### config.mk
export PLATFORM = sky130hd
export DESIGN_NAME = scsi_ctrl_regs
export DESIGN_NICKNAME = d
export VERILOG_FILES = /design/src/rtl/scsi_regs_pkg.sv /design/src/rtl/scsi_cmd_decode.sv /design/src/rtl/scsi_byte_fifo.sv /design/src/rtl/scsi_ctrl_regs.sv
export SDC_FILE = /design/constraint.sdc
export NUM_CORES = 1
export LEC_CHECK = 0
export ABC_AREA = 1
export CORE_ASPECT_RATIO = 0.6
export CORE_MARGIN = 2
export CORE_UTILIZATION = 55
export CTS_BUF_LIST = sky130_fd_sc_hd__clkbuf_2 sky130_fd_sc_hd__clkbuf_4 sky130_fd_sc_hd__clkbuf_8
export CTS_CLUSTER_SIZE = 20
export DETAILED_ROUTE_END_ITERATION = 8
export PLACE_DENSITY = 0.75
export RECOVER_POWER = 25
export SLEW_MARGIN = 5
export SYNTH_ARGS = -nofsm -noshare
export SYNTH_HDL_FRONTEND = slang
export SYNTH_HIERARCHICAL = 1
export SYNTH_SLANG_ARGS = --single-unit
### constraint.sdc
create_clock -name clk -period 5.45 [get_ports clk]
set_input_delay 0.8175 -clock clk [delete_from_list [all_inputs] [get_ports clk]]
set_output_delay 0.8175 -clock clk [all_outputs]
set_load 0.01 [all_outputs]
### src/rtl/scsi_regs_pkg.sv
`timescale 1ns/1ps
// Shared constants and types for the SCSI controller register file.
// Assumes 8-bit host data and a 16-entry register index.
package scsi_regs_pkg;
    localparam int DATA_W = 8;
    localparam int IDX_W  = 4;
    localparam int LEN_W  = 2 * DATA_W + 1;

    // Register indices whose meaning the logic depends on
    localparam logic [IDX_W-1:0] RI_CNT_LO = 4'd0;
    localparam logic [IDX_W-1:0] RI_CNT_HI = 4'd1;
    localparam logic [IDX_W-1:0] RI_FIFO   = 4'd2;
    localparam logic [IDX_W-1:0] RI_CMD    = 4'd3;
    localparam logic [IDX_W-1:0] RI_STAT   = 4'd4;
    localparam logic [IDX_W-1:0] RI_INTR   = 4'd5;
    localparam logic [IDX_W-1:0] RI_STEP   = 4'd6;
    localparam logic [IDX_W-1:0] RI_LEVEL  = 4'd7;
    localparam logic [IDX_W-1:0] RI_CFG_A  = 4'd8;
    localparam logic [IDX_W-1:0] RI_CFG_B  = 4'd11;

    localparam logic [DATA_W-1:0] INTR_FUNC_DONE = 8'h08;
    localparam logic [DATA_W-1:0] INTR_BUS_RESET = 8'h80;
    localparam logic [DATA_W-1:0] STAT_KEEP_MASK = 8'h10;
    localparam logic [DATA_W-1:0] CFG_B_MASK     = 8'h15;
    localparam logic [DATA_W-1:0] ID_VALUE       = 8'h04;
    localparam int               ID_SLOT         = 2;   // index 12 + 2 = 14
    localparam int               IRQ_MASK_BIT    = 6;

    typedef enum logic [2:0] {
        SEQ_NONE     = 3'd0,
        SEQ_XFER     = 3'd1,
        SEQ_SEL      = 3'd2,
        SEQ_SEL_STOP = 3'd3,
        SEQ_CMPL     = 3'd4,
        SEQ_MSGACC   = 3'd5
    } seq_op_t;

    typedef struct packed {
        logic    flush;
        logic    chip_rst;
        logic    bus_rst;
        logic    seq_go;
        seq_op_t op;
    } cmd_act_t;
endpackage

### src/rtl/scsi_cmd_decode.sv
`timescale 1ns/1ps
// Command opcode decoder: maps the 7-bit opcode to internal actions.
// Purely combinational; unknown opcodes decode to no action.
module scsi_cmd_decode
    import scsi_regs_pkg::*;
(
    input  logic [6:0] opcode,
    output cmd_act_t   act
);
    // Opcode to action table
    always_comb begin
        act    = '0;
        act.op = SEQ_NONE;
        case (opcode)
            7'h01: act.flush    = 1'b1;
            7'h02: act.chip_rst = 1'b1;
            7'h03: act.bus_rst  = 1'b1;
            7'h10: begin act.seq_go = 1'b1; act.op = SEQ_XFER;     end
            7'h42: begin act.seq_go = 1'b1; act.op = SEQ_SEL;      end
            7'h43: begin act.seq_go = 1'b1; act.op = SEQ_SEL_STOP; end
            7'h11: begin act.seq_go = 1'b1; act.op = SEQ_CMPL;     end
            7'h12: begin act.seq_go = 1'b1; act.op = SEQ_MSGACC;   end
            default: ;
        endcase
    end
endmodule

### src/rtl/scsi_byte_fifo.sv
`timescale 1ns/1ps
// Byte FIFO with synchronous clear. Full pushes and empty pops are ignored.
// Pointers return to zero whenever the FIFO drains.
module scsi_byte_fifo #(
    parameter int DEPTH = 16,
    parameter int W     = 8
) (
    input  logic                       clk,
    input  logic                       rst_n,
    input  logic                       clr,
    input  logic                       push,
    input  logic                       pop,
    input  logic [W-1:0]               wdata,
    output logic [W-1:0]               head,
    output logic [$clog2(DEPTH+1)-1:0] count,
    output logic                       empty
);
    localparam int PTR_W = (DEPTH > 1) ? $clog2(DEPTH) : 1;
    localparam int CNT_W = $clog2(DEPTH+1);

    logic [W-1:0]     mem [DEPTH];
    logic [PTR_W-1:0] wr_ptr, rd_ptr;
    logic             push_ok, pop_ok, full;

    assign empty   = (count == '0);
    assign full    = (count == CNT_W'(DEPTH));
    assign push_ok = push && !full;
    assign pop_ok  = pop && !empty;
    assign head    = mem[rd_ptr];

    function automatic logic [PTR_W-1:0] bump(input logic [PTR_W-1:0] p);
        return (p == PTR_W'(DEPTH-1)) ? '0 : p + 1'b1;
    endfunction

    // Storage write
    always_ff @(posedge clk) begin
        if (push_ok) mem[wr_ptr] <= wdata;
    end

    // Pointer and occupancy update
    always_ff @(posedge clk) begin
        if (!rst_n || clr) begin
            wr_ptr <= '0;
            rd_ptr <= '0;
            count  <= '0;
        end else if (pop_ok && !push_ok && count == CNT_W'(1)) begin
            wr_ptr <= '0;
            rd_ptr <= '0;
            count  <= '0;
        end else begin
            if (push_ok) wr_ptr <= bump(wr_ptr);
            if (pop_ok)  rd_ptr <= bump(rd_ptr);
            count <= count + CNT_W'(push_ok) - CNT_W'(pop_ok);
        end
    end
endmodule

### src/rtl/scsi_ctrl_regs.sv
`timescale 1ns/1ps
// Host register file of a SCSI bus controller.
// Assumes single-cycle accesses and one access per cycle. Reads of the
// FIFO and interrupt registers have side effects at the closing edge.
// Bus phases are run by an external sequencer driven through seq_go.
module scsi_ctrl_regs
    import scsi_regs_pkg::*;
#(
    parameter int FIFO_DEPTH = 16,
    parameter int N_EXT_CFG  = 4
) (
    input  logic              clk,
    input  logic              rst_n,
    input  logic              bus_sel,
    input  logic              bus_wr,
    input  logic [3:0]        bus_addr,
    input  logic [7:0]        bus_wdata,
    output logic [7:0]        bus_rdata,
    input  logic              seq_done,
    input  logic [7:0]        seq_status,
    input  logic [7:0]        seq_intr,
    input  logic [7:0]        seq_step,
    output logic              seq_go,
    output logic [2:0]        seq_op,
    output logic [16:0]       seq_len,
    output logic              dma_mode,
    output logic              irq
);
    localparam int CNT_W    = $clog2(FIFO_DEPTH+1);
    localparam int EXT_BASE = 12;

    logic              acc_wr, acc_rd, wr_cmd, chip_clr, fifo_clr;
    logic              fifo_empty;
    logic [DATA_W-1:0] fifo_head, last_pop;
    logic [CNT_W-1:0]  fifo_count;
    cmd_act_t          act;

    logic [DATA_W-1:0] cnt_lo, cnt_hi, cmd_q, stat_q, intr_q, step_q;
    logic [DATA_W-1:0] cfg_a, cfg_b;
    logic [DATA_W-1:0] cfg_ext [N_EXT_CFG];
    logic              irq_q, dma_q, go_q;
    seq_op_t           op_q;
    logic [LEN_W-1:0]  len_q, len_next;

    assign acc_wr   = bus_sel && bus_wr;
    assign acc_rd   = bus_sel && !bus_wr;
    assign wr_cmd   = acc_wr && (bus_addr == RI_CMD);
    assign chip_clr = wr_cmd && act.chip_rst;
    assign fifo_clr = chip_clr || (wr_cmd && act.flush);
    assign len_next = ({cnt_hi, cnt_lo} == '0) ? LEN_W'(1) << (2*DATA_W)
                                               : LEN_W'({cnt_hi, cnt_lo});

    scsi_cmd_decode u_dec (
        .opcode (bus_wdata[6:0]),
        .act    (act)
    );

    scsi_byte_fifo #(.DEPTH(FIFO_DEPTH), .W(DATA_W)) u_fifo (
        .clk   (clk),
        .rst_n (rst_n),
        .clr   (fifo_clr),
        .push  (acc_wr && bus_addr == RI_FIFO),
        .pop   (acc_rd && bus_addr == RI_FIFO),
        .wdata (bus_wdata),
        .head  (fifo_head),
        .count (fifo_count),
        .empty (fifo_empty)
    );

    // Extension configuration registers; one slot resets to the ID value
    for (genvar g = 0; g < N_EXT_CFG; g++) begin : g_ext
        localparam logic [DATA_W-1:0] RST_VAL = (g == ID_SLOT) ? ID_VALUE : '0;
        // Store full byte on write, reset value on either reset
        always_ff @(posedge clk) begin
            if (!rst_n || chip_clr)
                cfg_ext[g] <= RST_VAL;
            else if (acc_wr && bus_addr == IDX_W'(EXT_BASE + g))
                cfg_ext[g] <= bus_wdata;
        end
    end

    // Last byte removed from the FIFO, returned on empty reads
    always_ff @(posedge clk) begin
        if (!rst_n || chip_clr)
            last_pop <= '0;
        else if (acc_rd && bus_addr == RI_FIFO && !fifo_empty)
            last_pop <= fifo_head;
    end

    // Main register, interrupt and request state
    always_ff @(posedge clk) begin
        if (!rst_n || chip_clr) begin
            cnt_lo <= '0;  cnt_hi <= '0;  cmd_q  <= '0;
            stat_q <= '0;  intr_q <= '0;  step_q <= '0;
            cfg_a  <= '0;  cfg_b  <= '0;
            irq_q  <= 1'b0; dma_q <= 1'b0; go_q <= 1'b0;
            op_q   <= SEQ_NONE;
            len_q  <= '0;
        end else begin
            go_q <= 1'b0;
            if (seq_done) begin
                stat_q <= seq_status;
                intr_q <= seq_intr;
                step_q <= seq_step;
                irq_q  <= 1'b1;
            end
            if (acc_rd && bus_addr == RI_INTR) begin
                stat_q <= stat_q & STAT_KEEP_MASK;
                irq_q  <= 1'b0;
            end
            if (acc_wr) begin
                case (bus_addr)
                    RI_CNT_LO: cnt_lo <= bus_wdata;
                    RI_CNT_HI: cnt_hi <= bus_wdata;
                    RI_CFG_A:  cfg_a  <= bus_wdata;
                    RI_CFG_B:  cfg_b  <= bus_wdata & CFG_B_MASK;
                    RI_CMD: begin
                        cmd_q <= bus_wdata;
                        dma_q <= bus_wdata[7];
                        if (act.flush) begin
                            intr_q <= INTR_FUNC_DONE;
                            step_q <= '0;
                        end
                        if (act.bus_rst) begin
                            intr_q <= INTR_BUS_RESET;
                            if (!cfg_a[IRQ_MASK_BIT]) irq_q <= 1'b1;
                        end
                        if (act.seq_go) begin
                            go_q  <= 1'b1;
                            op_q  <= act.op;
                            len_q <= len_next;
                        end
                    end
                    default: ;
                endcase
            end
        end
    end

    // Read data selection
    always_comb begin
        bus_rdata = '0;
        case (bus_addr)
            RI_CNT_LO: bus_rdata = cnt_lo;
            RI_CNT_HI: bus_rdata = cnt_hi;
            RI_FIFO:   bus_rdata = fifo_empty ? last_pop : fifo_head;
            RI_CMD:    bus_rdata = cmd_q;
            RI_STAT:   bus_rdata = stat_q;
            RI_INTR:   bus_rdata = intr_q;
            RI_STEP:   bus_rdata = step_q;
            RI_LEVEL:  bus_rdata = DATA_W'(fifo_count);
            RI_CFG_A:  bus_rdata = cfg_a;
            RI_CFG_B:  bus_rdata = cfg_b;
            default: begin
                for (int k = 0; k < N_EXT_CFG; k++)
                    if (bus_addr == IDX_W'(EXT_BASE + k)) bus_rdata = cfg_ext[k];
            end
        endcase
    end

    assign seq_go   = go_q;
    assign seq_op   = op_q;
    assign seq_len  = len_q;
    assign dma_mode = dma_q;
    assign irq      = irq_q;
endmodule

== After elaboration in Yosys (flattened, before gate mapping) ==
Memories as Yosys holds them, arrays and structs flattened. A register that Yosys moved wholly into a read port is not among the register bits.
Index checks and enable logic that the tools add are counted.

* Equal/unequal tests: 25
* Bitwise gates (word level): 7
* Muxes and demuxes: 51
* $add $sub $neg: 4
* Reduce and logical (&&, ||, !) cells: 37

{| class="wikitable"
|+ Operators with widths
! operator !! number
|-
| 8-bit 2-to-1 mux || 18
|-
| 8-bit case mux with 10 select lines || 1
|-
| 4-bit equality test, second input constant || 8
|-
| 1-bit 2-to-1 mux || 26
|-
| 7-bit by 5-bit equality test with 1-bit output, second input constant || 3
|-
| 4-bit case mux with 5 select lines || 1
|-
| 17-bit 2-to-1 mux || 1
|-
| 4-bit by 3-bit equality test with 1-bit output, second input constant || 4
|-
| 1-bit logical AND || 16
|-
| 16-bit zero test || 1
|-
| 4-bit 2-to-1 mux || 4
|-
| 7-bit by 2-bit equality test with 1-bit output, second input constant || 2
|-
| 7-bit equality test, second input constant || 2
|-
| 2-bit AND reduction || 6
|-
| 4-bit by 1-bit adder with 4-bit output, second input constant || 2
|-
| 4-bit by 2-bit equality test with 1-bit output, second input constant || 2
|-
| 7-bit by 1-bit equality test with 1-bit output, second input constant || 1
|-
| 5-bit by 1-bit adder with 5-bit output || 1
|-
| 5-bit by 1-bit equality test with 1-bit output, second input constant || 1
|-
| 5-bit equality test, second input constant || 1
|-
| 1-bit zero test || 5
|-
| 5-bit zero test || 1
|-
| 5-bit by 1-bit subtractor with 5-bit output || 1
|-
| 4-bit by 1-bit equality test with 1-bit output, second input constant || 1
|-
| other kinds (7) || 15
|}

* RAM bits: 160
* Logic and storage cells: 144
* Memories: 2
* Output and inout bits: 31
* Bits of input ports: 41
* Register bits after elaboration: 103

{| class="wikitable"
|+ Memory list
! name !! words !! width !! rd ports !! clocked after memory_dff !! write ports !! line !! source
|-
| u_fifo.mem || 16 || 8 || 1 || 1 || 1 || scsi_byte_fifo.sv:21 || <nowiki>logic [W-1:0] mem [DEPTH];</nowiki>
|-
| cfg_ext || 4 || 8 || 4 || 0 || 4 || scsi_ctrl_regs.sv:40 || <nowiki>logic [DATA_W-1:0] cfg_ext [N_EXT_CFG];</nowiki>
|}

== Logic depth before layout (Yosys ltp) ==
* Word-level depth: 8
* Mapped depth: 17
* Depth with buffers taken out: 17

== By module ==
The synthesis kept the hierarchy.

{| class="wikitable"
|+ By module, submodules not included
! module !! area each (um^2) !! times used !! sequential area each (um^2) !! cells an instance
|-
| scsi_byte_fifo || 6,384.9 || 1 || 4,184.0 || 623
|-
| scsi_ctrl_regs || 5,567.8 || 1 || 2,742.6 || 740
|-
| scsi_cmd_decode || 151.4 || 1 || 0.0 || 32
|}

== Least setup slack after synthesis ==
OpenSTA, ideal clock, no wires.

* Kind: input to register
* Start: input port bus_addr[3]
* End: register u_fifo.count[4]
* Stages: 17
* Data required time: 5,335 ps
* Arrival: 2,801 ps
* Setup slack: 2,534 ps
* Cells stage by stage: inv_1 -> nand2_1 -> nor2_4 -> inv_1 -> nor3_1 -> nand2_1 -> inv_2 -> ha_1 -> inv_1 -> ha_1 -> fa_1 -> nand2_1 -> nand2_1 -> nand2_1 -> nand3_1 -> nand2_1 -> nor2_1

* Cells in the longest elaborated chain, start to end: 7
* Elaborated cells on any way between the ends: 17
* Those cells by class: add/sub: 2; eq/ne: 2; reduce/logical: 13

{| class="wikitable"
|+ RTL lines
! element !! line !! source
|-
| from (decl) || scsi_ctrl_regs.sv:16 || <nowiki>input logic [3:0] bus_addr,</nowiki>
|-
| branches (longest 7 deep; another with 5-bit by 1-bit adder with 5-bit output) || -- ||
|-
| to (signal assigned) || scsi_byte_fifo.sv:53 || <nowiki>count <= count + CNT_W'(push_ok) - CNT_W'(pop_ok);</nowiki>
|-
| to (decl) || scsi_byte_fifo.sv:15 || <nowiki>output logic [$clog2(DEPTH+1)-1:0] count,</nowiki>
|}

Parallel ways; which one is timed is not known.
A chain may end at the register's enable or synchronous reset.

==> load_flow_metrics.sql <==
INSERT INTO impl_metrics (metric_group, metric, value, unit) VALUES
('status', 'run_status', 'complete, but fails checks', ''),
('status', 'failed_checks', 'max-capacitance violations, max-slew violations', ''),
('routing', 'wl_per_cell', '18.81', 'um'),
('finish', 'design.final.nets', '1525', ''),
('sta', 'tightestPinTransition', '1.562', 'ns'),
('synthesis', 'yosys.area.top_type_share', '39.69', '%'),
('finish', 'design_area', '0.01379', 'sq mm'),
('critical_path', 'critPathRequiredTime', '4.63', 'ns'),
('routing', 'vias_per_cell', '5.510', ''),
('finish', 'layout-area-overhead-vs-synth', '13.92', '%'),
('synthesis', 'yosysSeqAreaShare', '57.23', '%'),
('grt', 'first_global_vias', '9141', ''),
('synthesis', 'dominantRegCellSynth', 'edfxtp_1', ''),
('critical_path', 'rr_startpoint', 'u_fifo/count[3]$_SDFF_PP0_', ''),
('floorplanning', 'placeableCoreArea', '0.02129', 'sq mm'),
('placed_design', 'preCtsSetupSlack', '1.449', 'ns'),
('placed_design', 'io_buffers', '71', ''),
('synthesis', 'synth.yosys.warnings', '6', ''),
('routing', 'drcViolationCount', '0', ''),
('routing', 'dr_vias', '9830', ''),
('sta', 'holdWs', '0.4629', 'ns'),
('clocking', 'tritoncts', 'yes', ''),
('power', 'max-vdd-ir-drop', '0.1669', 'mV'),
('sta', 'slew-limit-headroom', '-4.135', '%'),
('floorplanning', 'fp.dieW', '195.5', 'um'),
('critical_path', 'critical_path.endpoint', 'bus_rdata[0]', ''),
('critical_path', 'critPathMaxStageDelay', '0.67', 'ns'),
('sta', 'rsz0062_at_grt', 'no', ''),
('synthesis', 'netlist-cell-type-count', '36', ''),
('sta', 'final-max-slew-violation-count', '52', ''),
('placed_design', 'placed_cell_area', '0.01296', 'sq mm'),
('synthesis', 'async_reset_ff_share', '0', '%'),
('run', 'cap_violations', '2', ''),
('grt', 'grt.overflow.total', '0', ''),
('sta', 'clock-skew-final', '0.01011', 'ns'),
('hold_path', 'path_class_of_the_lowest_slack_min_delay_path', 'reg2reg', ''),
('hold_path', 'hold_path.startpoint', 'cfg_a[4]$_SDFFE_PP0P_', ''),
('synthesis', 'synth_edf_count', '160', ''),
('floorplanning', 'initial_core_util', '56.86', '%'),
('routing', 'totalWireLength', '33560', 'um'),
('sta', 'period_minus_slack', '4.281', 'ns'),
('synthesis', 'synth_top_area_cell', 'edfxtp_1', ''),
('clocking', 'cts_hold_repair.buffers', '0', ''),
('clocking', 'cts_repair_resize_count', '0', ''),
('sta', 'finalSetupTns', '0', 'ns'),
('sta', 'clock.fmax', '0.2336', 'GHz'),
('critical_path', 'cp_cell_sequence', 'buf_4, inv_2, nor2_1, nand2_1, nand3_1, nand3_1, nand2_1, nand2_1, nand2_1, nand2_1, nand2_1, nor2_1, nand4_1, clkdlybuf4s50_1', ''),
('floorplanning', 'floorplan_die_area', '0.02325', 'sq mm'),
('floorplanning', 'die_height', '118.9', 'um'),
('critical_path', 'setup_slack_on_the_worst_flop_to_flop_path', '2.92', 'ns'),
('critical_path', 'crit_path_end_kind', 'output pin', ''),
('clocking', 'clock_sink_count', '266', ''),
('grt', 'largest_net_degree_at_the_start_of_global_routing', '74', ''),
('sta', 'report.final.hold_viol_count', '0', ''),
('sta', 'finalSetupViolCount', '0', ''),
('critical_path', 'critPathMaxFanout', '47', ''),
('synthesis', 'synthCells', '1395', ''),
('routing', 'detailedRoute.firstPassIterationCount', '6', ''),
('clocking', 'number_of_setup_buffers_added_after_cts', '0', ''),
('synthesis', 'ys_ff_latch', '266', ''),
('sta', 'fin_crit_sh', '78.55', '%'),
('critical_path', 'rr_endpoint', 'u_fifo/count[4]$_SDFF_PP0_', ''),
('finish', 'fillCellCount', '1753', ''),
('clocking', 'cell_at_the_root_of_the_clock_tree', 'clkbuf_8', ''),
('sta', 'worst_case_setup_margin_in_the_final_layout', '1.169', 'ns'),
('clocking', 'cts.clk_slew.worst_paths', '0.06', 'ns'),
('grt', 'global_route_wire_length_before_repair', '52160', 'um'),
('clocking', 'numCtsBuffers', '40', ''),
('routing', 'initialDrtViolationCount', '1172', ''),
('critical_path', 'slowest_stage', 'inv_2', ''),
('synthesis', 'mappedNetlistNets', '1448', '');
## per-layer routing
| layer | vias up | part of all wire (%) | GRT usage [%] |
|---|---|---|---|
| li1 | 4704 | - | - |
| met1 | 4536 | 46 | 46.60 |
| met2 | 547 | 38 | 37.83 |
| met3 | 43 | 15 | 10.22 |
| met4 | 0 | 1.5 | 7.538 |
| met5 | - | 0 | 0 |
## area by class of cell
cell class / count / area (sq um) / area share, %
well taps: 279 / 349.1 / 2.532
flip-flops and latches: 266 / 6928 / 50.24
inverters: 127 / 478.0 / 3.466
diodes: 1 / 2.502 / 0.01815
repair buffers: 86 / 797.0 / 5.780
clock inverters: 10 / 76.32 / 0.5535
multi-input cells: 951 / 4384 / 31.79
clock buffers: 64 / 774.5 / 5.617
## cell families after synthesis
family | synth area share [%]
flip-flops | 57.23
buffers and inverters | 6.636
adder cells (fa/ha/maj) | 1.302
XOR/XNOR | 0.2171
AO/OA/AOI/OAI | 4.073
multiplexers | 1.737
AND/OR/NAND/NOR | 28.81
## registers in the layout, summed over array words and instances (netlist names), 5 cells and up, named ones only
| register | count |
|---|---|
| u_fifo/count | 5 |
| u_fifo/mem | 128 |
| stat_q | 8 |
| cmd_q | 8 |
| seq_len | 17 |
| cfg_ext | 32 |
| cnt_lo | 8 |
| intr_q | 8 |
| step_q | 8 |
| cfg_a | 8 |
| cnt_hi | 8 |
| last_pop | 8 |
## worst max-delay path, delay by kind of cell (launching register included)
| kind | cells | cell delay [ns] |
|---|---|---|
| flops | 1 | 0.30 |
| buf+inv | 3 | 1.40 |
| simple gates | 11 | 1.20 |
## power by group
part	total, uW	leakage (uW)	switching, uW	internal (uW)
registers	2180	0.00232	20.7	2160
clock network	1730	0.000460	777	954
logic	235	0.00283	158	76.6
total	4150	0.00560	956	3190
## through the flow
stage	instances	total power, uW	util (%)
2_1_floorplan	1395	2333	-
3_3_place_gp	1709	2452	60.86
3_5_place_dp	1709	2455	60.89
4_1_cts	1783	4163	64.88
5_1_grt	1783	4281	64.76
6_report	1784	4145	64.77
## placed cells by master, fill, tap and decap left out, types with 2 or more instances in the layout
master	instances
nor3_1	4
ha_1	11
or2_2	8
xor2_1	3
nand2_2	10
clkinv_1	4
nor2_2	10
a21oi_1	67
nand4_2	2
nand3_1	157
clkbuf_8	47
o21ai_0	27
nor2_1	179
mux2i_1	21
clkinv_2	5
nand4_1	11
buf_4	8
or2_0	7
nand2_1	418
dfxtp_1	105
inv_2	8
inv_1	117
clkdlybuf4s50_1	63
clkbuf_4	17
clkbuf_1	7
o31ai_2	2
nand3_2	5
edfxtp_1	160
nand2_4	2
dlygate4sd3_1	8
## synthesized netlist by cell type, types with 2 or more instances
cell / count
nand4_2: 2
inv_2: 8
xor2_1: 3
inv_1: 117
buf_6: 10
clkbuf_1: 7
nor2_1: 179
nand4_1: 11
nand3_1: 157
nand2_1: 418
nor3_1: 4
dfxtp_1: 106
o21ai_0: 27
nand3_2: 5
edfxtp_1: 160
ha_1: 11
nand2_2: 10
nand2_4: 2
mux2i_1: 21
o31ai_1: 2
a21oi_1: 67
buf_2: 26
or2_2: 8
buf_4: 7
nor2_2: 10
or2_0: 7
## worst min path at each step
stage / to / slack [ns] / cells past startpoint
6_report: cfg_a[4]$_SDFFE_PP0P_ / 0.46 / 2
5_1_grt: seq_len[7]$_SDFFE_PP0P_ / 0.49 / 2
4_1_cts: cmd_q[6]$_SDFFE_PP0N_ / 0.46 / 2
3_5_place_dp: cmd_q[6]$_SDFFE_PP0N_ / 0.45 / 2
3_3_place_gp: cfg_b[0]$_SDFFE_PP0P_ / 0.45 / 2
2_1_floorplan: cfg_b[0]$_SDFFE_PP0P_ / 0.44 / 2
(Power assumes the default switching activity.)
